### config.mk
export PLATFORM = sky130hd
export DESIGN_NAME = pwm_channel
export DESIGN_NICKNAME = d
export VERILOG_FILES = /design/src/rtl/pwm_chan_pkg.sv /design/src/rtl/pwm_res_decode.sv /design/src/rtl/pwm_cmp_buf.sv /design/src/rtl/pwm_wave_gen.sv /design/src/rtl/pwm_flag_irq.sv /design/src/rtl/pwm_channel.sv
export SDC_FILE = /design/constraint.sdc
export NUM_CORES = 1
export LEC_CHECK = 0
export BUFFER_PORTS_ARGS = -buffer_cell sky130_fd_sc_hd__buf_2
export CORE_UTILIZATION = 55
export DETAILED_ROUTE_END_ITERATION = 10
export GPL_TIMING_DRIVEN = 0
export HOLD_SLACK_MARGIN = 0.02
export PLACE_DENSITY = 0.87
export SETUP_SLACK_MARGIN = 0.3
export SYNTH_ARGS = -nofsm -noshare
export SYNTH_HDL_FRONTEND = slang
export SYNTH_SLANG_ARGS = --single-unit
### constraint.sdc
create_clock -name clk -period 3.33 [get_ports clk]
set_input_delay 0.333 -clock clk [delete_from_list [all_inputs] [get_ports clk]]
set_output_delay 0.333 -clock clk [all_outputs]
set_load 0.02 [all_outputs]
### src/rtl/pwm_chan_pkg.sv
package pwm_chan_pkg;

  localparam int DEF_CNT_W = 16;
  localparam int DEF_LVL_W = 3;
  localparam int MODE_W    = 3;

  // Period width in bits for a resolution code, relative to the full counter.
  function automatic int res_bits(input logic [MODE_W-1:0] code, input int full_w);
    case (code)
      3'd0:    return full_w;
      3'd1:    return full_w - 1;
      3'd2:    return full_w - 2;
      3'd3:    return full_w - 3;
      3'd4:    return full_w - 4;
      3'd5:    return full_w - 5;
      3'd6:    return full_w - 7;
      default: return full_w - 9;
    endcase
  endfunction

endpackage

### src/rtl/pwm_res_decode.sv
module pwm_res_decode #(
  parameter int CNT_W = pwm_chan_pkg::DEF_CNT_W
) (
  input  logic [pwm_chan_pkg::MODE_W-1:0] mode_i,
  output logic [CNT_W-1:0]                mask_o,
  output logic                            force_ok_o
);

  int nbits;

  always_comb nbits = pwm_chan_pkg::res_bits(mode_i, CNT_W);

  for (genvar i = 0; i < CNT_W; i++) begin : g_mask
    assign mask_o[i] = (i < nbits);
  end

  // The spare top bit acts as a force only below full resolution.
  assign force_ok_o = (mode_i != '0);

endmodule

### src/rtl/pwm_cmp_buf.sv
module pwm_cmp_buf #(
  parameter int CNT_W = pwm_chan_pkg::DEF_CNT_W
) (
  input  logic             clk,
  input  logic             rst_n,
  input  logic             wr_i,
  input  logic [CNT_W-1:0] wdata_i,
  input  logic             load_i,
  output logic [CNT_W-1:0] shadow_o,
  output logic [CNT_W-1:0] active_o
);

  always_ff @(posedge clk) begin
    if (!rst_n) begin
      shadow_o <= '0;
    end else if (wr_i) begin
      shadow_o <= wdata_i;
    end
  end

  // The working copy takes the holding value only at a period boundary.
  always_ff @(posedge clk) begin
    if (!rst_n) begin
      active_o <= '0;
    end else if (load_i) begin
      active_o <= shadow_o;
    end
  end

endmodule

### src/rtl/pwm_wave_gen.sv
module pwm_wave_gen (
  input  logic clk,
  input  logic rst_n,
  input  logic run_i,
  input  logic wrap_i,
  input  logic match_i,
  input  logic start_high_i,
  input  logic hold_high_i,
  output logic out_o
);

  always_ff @(posedge clk) begin
    if (!rst_n) begin
      out_o <= 1'b0;
    end else if (run_i) begin
      if (wrap_i) begin
        out_o <= start_high_i;
      end else if (match_i && !hold_high_i) begin
        out_o <= 1'b0;
      end
    end
  end

endmodule

### src/rtl/pwm_flag_irq.sv
module pwm_flag_irq #(
  parameter int LVL_W = pwm_chan_pkg::DEF_LVL_W
) (
  input  logic             clk,
  input  logic             rst_n,
  input  logic             set_i,
  input  logic             clr_i,
  input  logic [LVL_W-1:0] lvl_i,
  output logic             flag_o,
  output logic             req_o,
  output logic [LVL_W-1:0] lvl_o
);

  // Setting outranks clearing so that no rollover is lost.
  always_ff @(posedge clk) begin
    if (!rst_n) begin
      flag_o <= 1'b0;
    end else if (set_i) begin
      flag_o <= 1'b1;
    end else if (clr_i) begin
      flag_o <= 1'b0;
    end
  end

  assign req_o = flag_o && (lvl_i != '0);
  assign lvl_o = req_o ? lvl_i : '0;

endmodule

### src/rtl/pwm_channel.sv
module pwm_channel #(
  parameter int CNT_W = pwm_chan_pkg::DEF_CNT_W,
  parameter int LVL_W = pwm_chan_pkg::DEF_LVL_W
) (
  input  logic                            clk,
  input  logic                            rst_n,
  input  logic [CNT_W-1:0]                cnt_i,
  input  logic                            freeze_i,
  input  logic [pwm_chan_pkg::MODE_W-1:0] mode_i,
  input  logic                            cmp_wr_i,
  input  logic [CNT_W-1:0]                cmp_wdata_i,
  input  logic                            od_sel_i,
  input  logic [LVL_W-1:0]                irq_lvl_cfg_i,
  input  logic                            flag_clr_i,
  output logic                            pwm_o,
  output logic                            pwm_oe_o,
  output logic                            flag_o,
  output logic                            irq_req_o,
  output logic [LVL_W-1:0]                irq_lvl_o
);

  localparam int TOP_BIT = CNT_W - 1;

  logic [CNT_W-1:0] mask;
  logic             force_ok;
  logic [CNT_W-1:0] shadow_q;
  logic [CNT_W-1:0] active_q;
  logic             run;
  logic             wrap;
  logic             match;
  logic             load;
  logic             start_high;
  logic             hold_high;
  logic             out_q;

  pwm_res_decode #(.CNT_W(CNT_W)) u_dec (
    .mode_i     (mode_i),
    .mask_o     (mask),
    .force_ok_o (force_ok)
  );

  assign run   = !freeze_i;
  assign wrap  = ((cnt_i & mask) == '0);
  assign match = (((cnt_i ^ active_q) & mask) == '0);
  assign load  = run && wrap;

  pwm_cmp_buf #(.CNT_W(CNT_W)) u_buf (
    .clk      (clk),
    .rst_n    (rst_n),
    .wr_i     (cmp_wr_i),
    .wdata_i  (cmp_wdata_i),
    .load_i   (load),
    .shadow_o (shadow_q),
    .active_o (active_q)
  );

  // Level for the new period comes from the value being loaded.
  assign start_high = (force_ok && shadow_q[TOP_BIT]) || ((shadow_q & mask) != '0);
  assign hold_high  = force_ok && active_q[TOP_BIT];

  pwm_wave_gen u_wave (
    .clk          (clk),
    .rst_n        (rst_n),
    .run_i        (run),
    .wrap_i       (wrap),
    .match_i      (match),
    .start_high_i (start_high),
    .hold_high_i  (hold_high),
    .out_o        (out_q)
  );

  pwm_flag_irq #(.LVL_W(LVL_W)) u_flag (
    .clk    (clk),
    .rst_n  (rst_n),
    .set_i  (load),
    .clr_i  (flag_clr_i),
    .lvl_i  (irq_lvl_cfg_i),
    .flag_o (flag_o),
    .req_o  (irq_req_o),
    .lvl_o  (irq_lvl_o)
  );

  assign pwm_o    = out_q;
  assign pwm_oe_o = od_sel_i ? !out_q : 1'b1;

endmodule

==> results summary <==
The latest clock arrival within the worst-skew pair is 0.33 ns. The library cell occupying the most area in the post-synthesis netlist is sky130_fd_sc_hd__dfxtp_1. The count of endpoints failing hold in the final timing report came to 0. By count the netlist is led by sky130_fd_sc_hd__dfxtp_1, sky130_fd_sc_hd__a21oi_1, sky130_fd_sc_hd__nor2_1, sky130_fd_sc_hd__nand3_1, sky130_fd_sc_hd__o21ai_0. The maximum level of the CTS H-tree came out at 2. Synthesis produced a netlist with a net count of 243.

The final reports fail on DRC. The initial antenna violation count is 0. The maximum clock skew at final layout is 0.00481 ns.

The total power divided by cell area came out at 360 nW/um^2. The number of global-route vias before repair came out at 1,442. The detailed-routing iteration count for the pre-antenna-repair pass is 7. Cell internal power was estimated by the tool at 548 uW. The setup slack after layout is 1.48 ns.

The combined area of all synthesized cells came out at 1730 um^2. The total I/O pin count is 51. The worst setup path is captured at a flip-flop.

The synthesized design contains 34 register bits. Data on the critical path arrives at its endpoint at 2.07 ns. The warning count from the yosys run is 0. The maximum fanout along the worst path is 2.

The post-placement setup slack is 1.35 ns. The horizontal die dimension came out at 58.0 um. Setup repair after global routing left no endpoint under its margin.

The total of cells resized after clock tree synthesis is 0. For this design the static power due to leakage is 0.853 nW. The initial standard-cell utilization of the core came out at 60.5%. The part of the cycle the worst path needs came out at 55.4%.

For this run, the leading register cell type out of synthesis is sky130_fd_sc_hd__dfxtp_1. The most numerous cell in the Yosys netlist is sky130_fd_sc_hd__dfxtp_1. The top-area cell type share of the netlist area came out at 39.4%. The transition time at the pin with the least slew margin is 0.649 ns. TritonCTS built the clock tree. STA classifies the critical path startpoint as a flip-flop. The aggregate negative setup slack came out at 0 ns. The remaining number of nets flagged by the antenna check after routing came out at 0.

The average vias per placed instance came out at 5.77. The final count of pins violating max slew came out at 0. After clock tree synthesis, the clock-pin slew on the worst setup and hold paths is 0.09 ns.

The final critical-path required period is 1.85 ns. The area growth from synthesis to layout is 18.5%. The final net count is 297.

Each instance of the synthesized netlist takes up on average 8.67 um^2. The worst hold path belongs to the class primary input to flip-flop. The worst path required time came out at 3.55 ns. The worst-case vdd ir drop is 199 uV. The routed via count came out at 1,640. Synthesis produced 199 cells. The number of synthesized flops with an enable pin is 0.

Of the cells placed in the final design, the portion with a size suffix greater than 1 is 24.9%. The clock passes through at most 2 buffers. The maximum number of pins on one net before global-route repair is 11. The first-pass GRT wire length came out at 6.15 mm. The count of maximum capacitance violations is 0. 0 antenna diodes ended up in the layout. The final count of negative-setup-slack endpoints is 0. The logic gate share of total power is 14.8%. The violation count after the first detailed-route iteration is 99.

Measured against its own limit, the worst slew margin works out to 56.7%. The final non-filler cell area came out at 2040 um^2. The remaining design rule violation count came out at 5.

The number of placement rows came out at 19. The die is 58.0 um tall. The worst setup path is of the flip-flop to flip-flop kind. Synthesis instantiated 38 different standard cells from the library. For this design, the sink count on the clock tree is 34.

The weighted congestion at the end of routability-driven global placement came out at 0.809. For this run, the total global-route usage over all layers was measured as 24.2%. The run finished, with violations left.

The area of the die is 3370 um^2. Detailed placement ended at an HPWL of 2.88 mm. The floorplan core area is 2850 um^2. Net switching is 25.5% of the power.

For this design the total switching power over the nets is 188 uW. The sequential-to-total area share from yosys stat is 39.4%. The maximum clock frequency is 0.542 GHz.

The number of clock buffers inserted by TritonCTS came out at 5. The instance area after placement came out at 2000 um^2. The sequential share of power is 58.1%.

The post-synthesis async set-or-reset flop share is 0%. By area the synthesized netlist is led by sky130_fd_sc_hd__dfxtp_1, sky130_fd_sc_hd__mux2i_1, sky130_fd_sc_hd__a21oi_1. The wire length per cell came out at 13.3 um. The number of hold buffers added after CTS was 0. The aggregate global routing overflow is 0.

In this run the post-CTS setup repair buffer count came out at 0. The root buffer cell chosen for the clock tree is sky130_fd_sc_hd__clkbuf_4. Port buffering added 47 buffers.

The clock group share of total power is 27.1%. The total wire length after detailed routing is 3.79 mm.
==> cells in the final DEF, fill, tap and decap left out, types with 2 or more instances in the layout <==
cell type                  instances
sky130_fd_sc_hd__clkbuf_1          8
sky130_fd_sc_hd__buf_6             2
sky130_fd_sc_hd__a21o_1            2
sky130_fd_sc_hd__nand2b_1          3
sky130_fd_sc_hd__and2_1            3
sky130_fd_sc_hd__buf_2            49
sky130_fd_sc_hd__nor4_1            4
sky130_fd_sc_hd__nand3_1          18
sky130_fd_sc_hd__dfxtp_1          34
sky130_fd_sc_hd__a31oi_1           2
sky130_fd_sc_hd__a211oi_1          3
sky130_fd_sc_hd__a21oi_1          22
sky130_fd_sc_hd__xor2_1            7
sky130_fd_sc_hd__nor2_1           22
sky130_fd_sc_hd__mux2i_1          16
sky130_fd_sc_hd__clkbuf_4          5
sky130_fd_sc_hd__xnor2_1           9
sky130_fd_sc_hd__inv_1             4
sky130_fd_sc_hd__o21ai_0          17
sky130_fd_sc_hd__nand2_1           4
==> power by group through the flow <==
stage          sequential, mW  clock [mW]  combinational [mW]
3_5_place_dp            0.437           0               0.108
2_1_floorplan           0.434           0              0.0666
4_1_cts                 0.427       0.203               0.109
5_1_grt                 0.429       0.224               0.119
3_3_place_gp            0.437           0               0.107
6_report                0.427       0.199               0.109
==> logic make-up (layout without fill, tap and decap cells) <==
group           count (synthesis)  after routing  synth area share, %
flops                          34             34                 39.4
mux                            16             16                 9.28
buf+inv                        15             69                 4.28
xor+xnor                       16             16                 8.12
compound gates                 58             58                 21.8
simple gates                   60             60                 17.0
==> final cells by class <==
class                      instances  area (um^2)
inverter                           4         15.0
multi-input combinational        150          971
buffer                            11         58.8
fill                             229          808
clock buffer                       7         45.0
timing repair buffer              47          235
tap                               31         38.8
sequential                        34          681
==> critical path: stages (launching register included) <==
cell and delay (ns):
sky130_fd_sc_hd__dfxtp_1 0.34, sky130_fd_sc_hd__xor2_1 0.16, sky130_fd_sc_hd__or4_4 0.53, sky130_fd_sc_hd__a2111oi_4 0.31, sky130_fd_sc_hd__nand3b_1 0.11, sky130_fd_sc_hd__a221o_1 0.29
==> metal layers <==
layer / share of wire, % / track usage (%) / vias to the layer above
li1: - / - / 824
met1: 46 / 29.9 / 756
met2: 47 / 40.4 / 55
met3: 5.8 / 4.24 / 5
met4: 1.3 / 12.2 / 0
met5: 0 / 0 / -
==> through the flow <==
stage	util, %	cells	power (mW)	hold WS [ns]
floorplan	-	199	0.500	0.453
global placement	70.1	277	0.543	0.475
detailed placement	70.1	277	0.545	0.480
CTS	71.7	284	0.739	0.232
global route	71.7	284	0.772	0.220
finish	71.7	284	0.736	0.235
==> flip-flops by register name, summed over array words and instances (netlist names) <==
| register | cells |
|---|---|
| u_wave.out_o | 1 |
| u_buf.active_o | 16 |
| u_buf.shadow_o | 16 |
| u_flag.flag_o | 1 |
==> final timing paths <==
| check | from | endpoint | slack (ns) | depth (start not counted) |
|---|---|---|---|---|
| max | u_buf.active_o[5]$_SDFFE_PN0P_ | u_wave.out_o$_SDFFE_PN0P_ | 1.48 | 5 |
| max reg2reg | u_buf.active_o[5]$_SDFFE_PN0P_ | u_wave.out_o$_SDFFE_PN0P_ | 1.48 | 5 |
| min | cmp_wdata_i[8] | u_buf.shadow_o[8]$_SDFFE_PN0P_ | 0.24 | 3 |
| min reg2reg | u_buf.shadow_o[5]$_SDFFE_PN0P_ | u_buf.active_o[5]$_SDFFE_PN0P_ | 0.49 | 2 |
(Power assumes the default switching activity.)
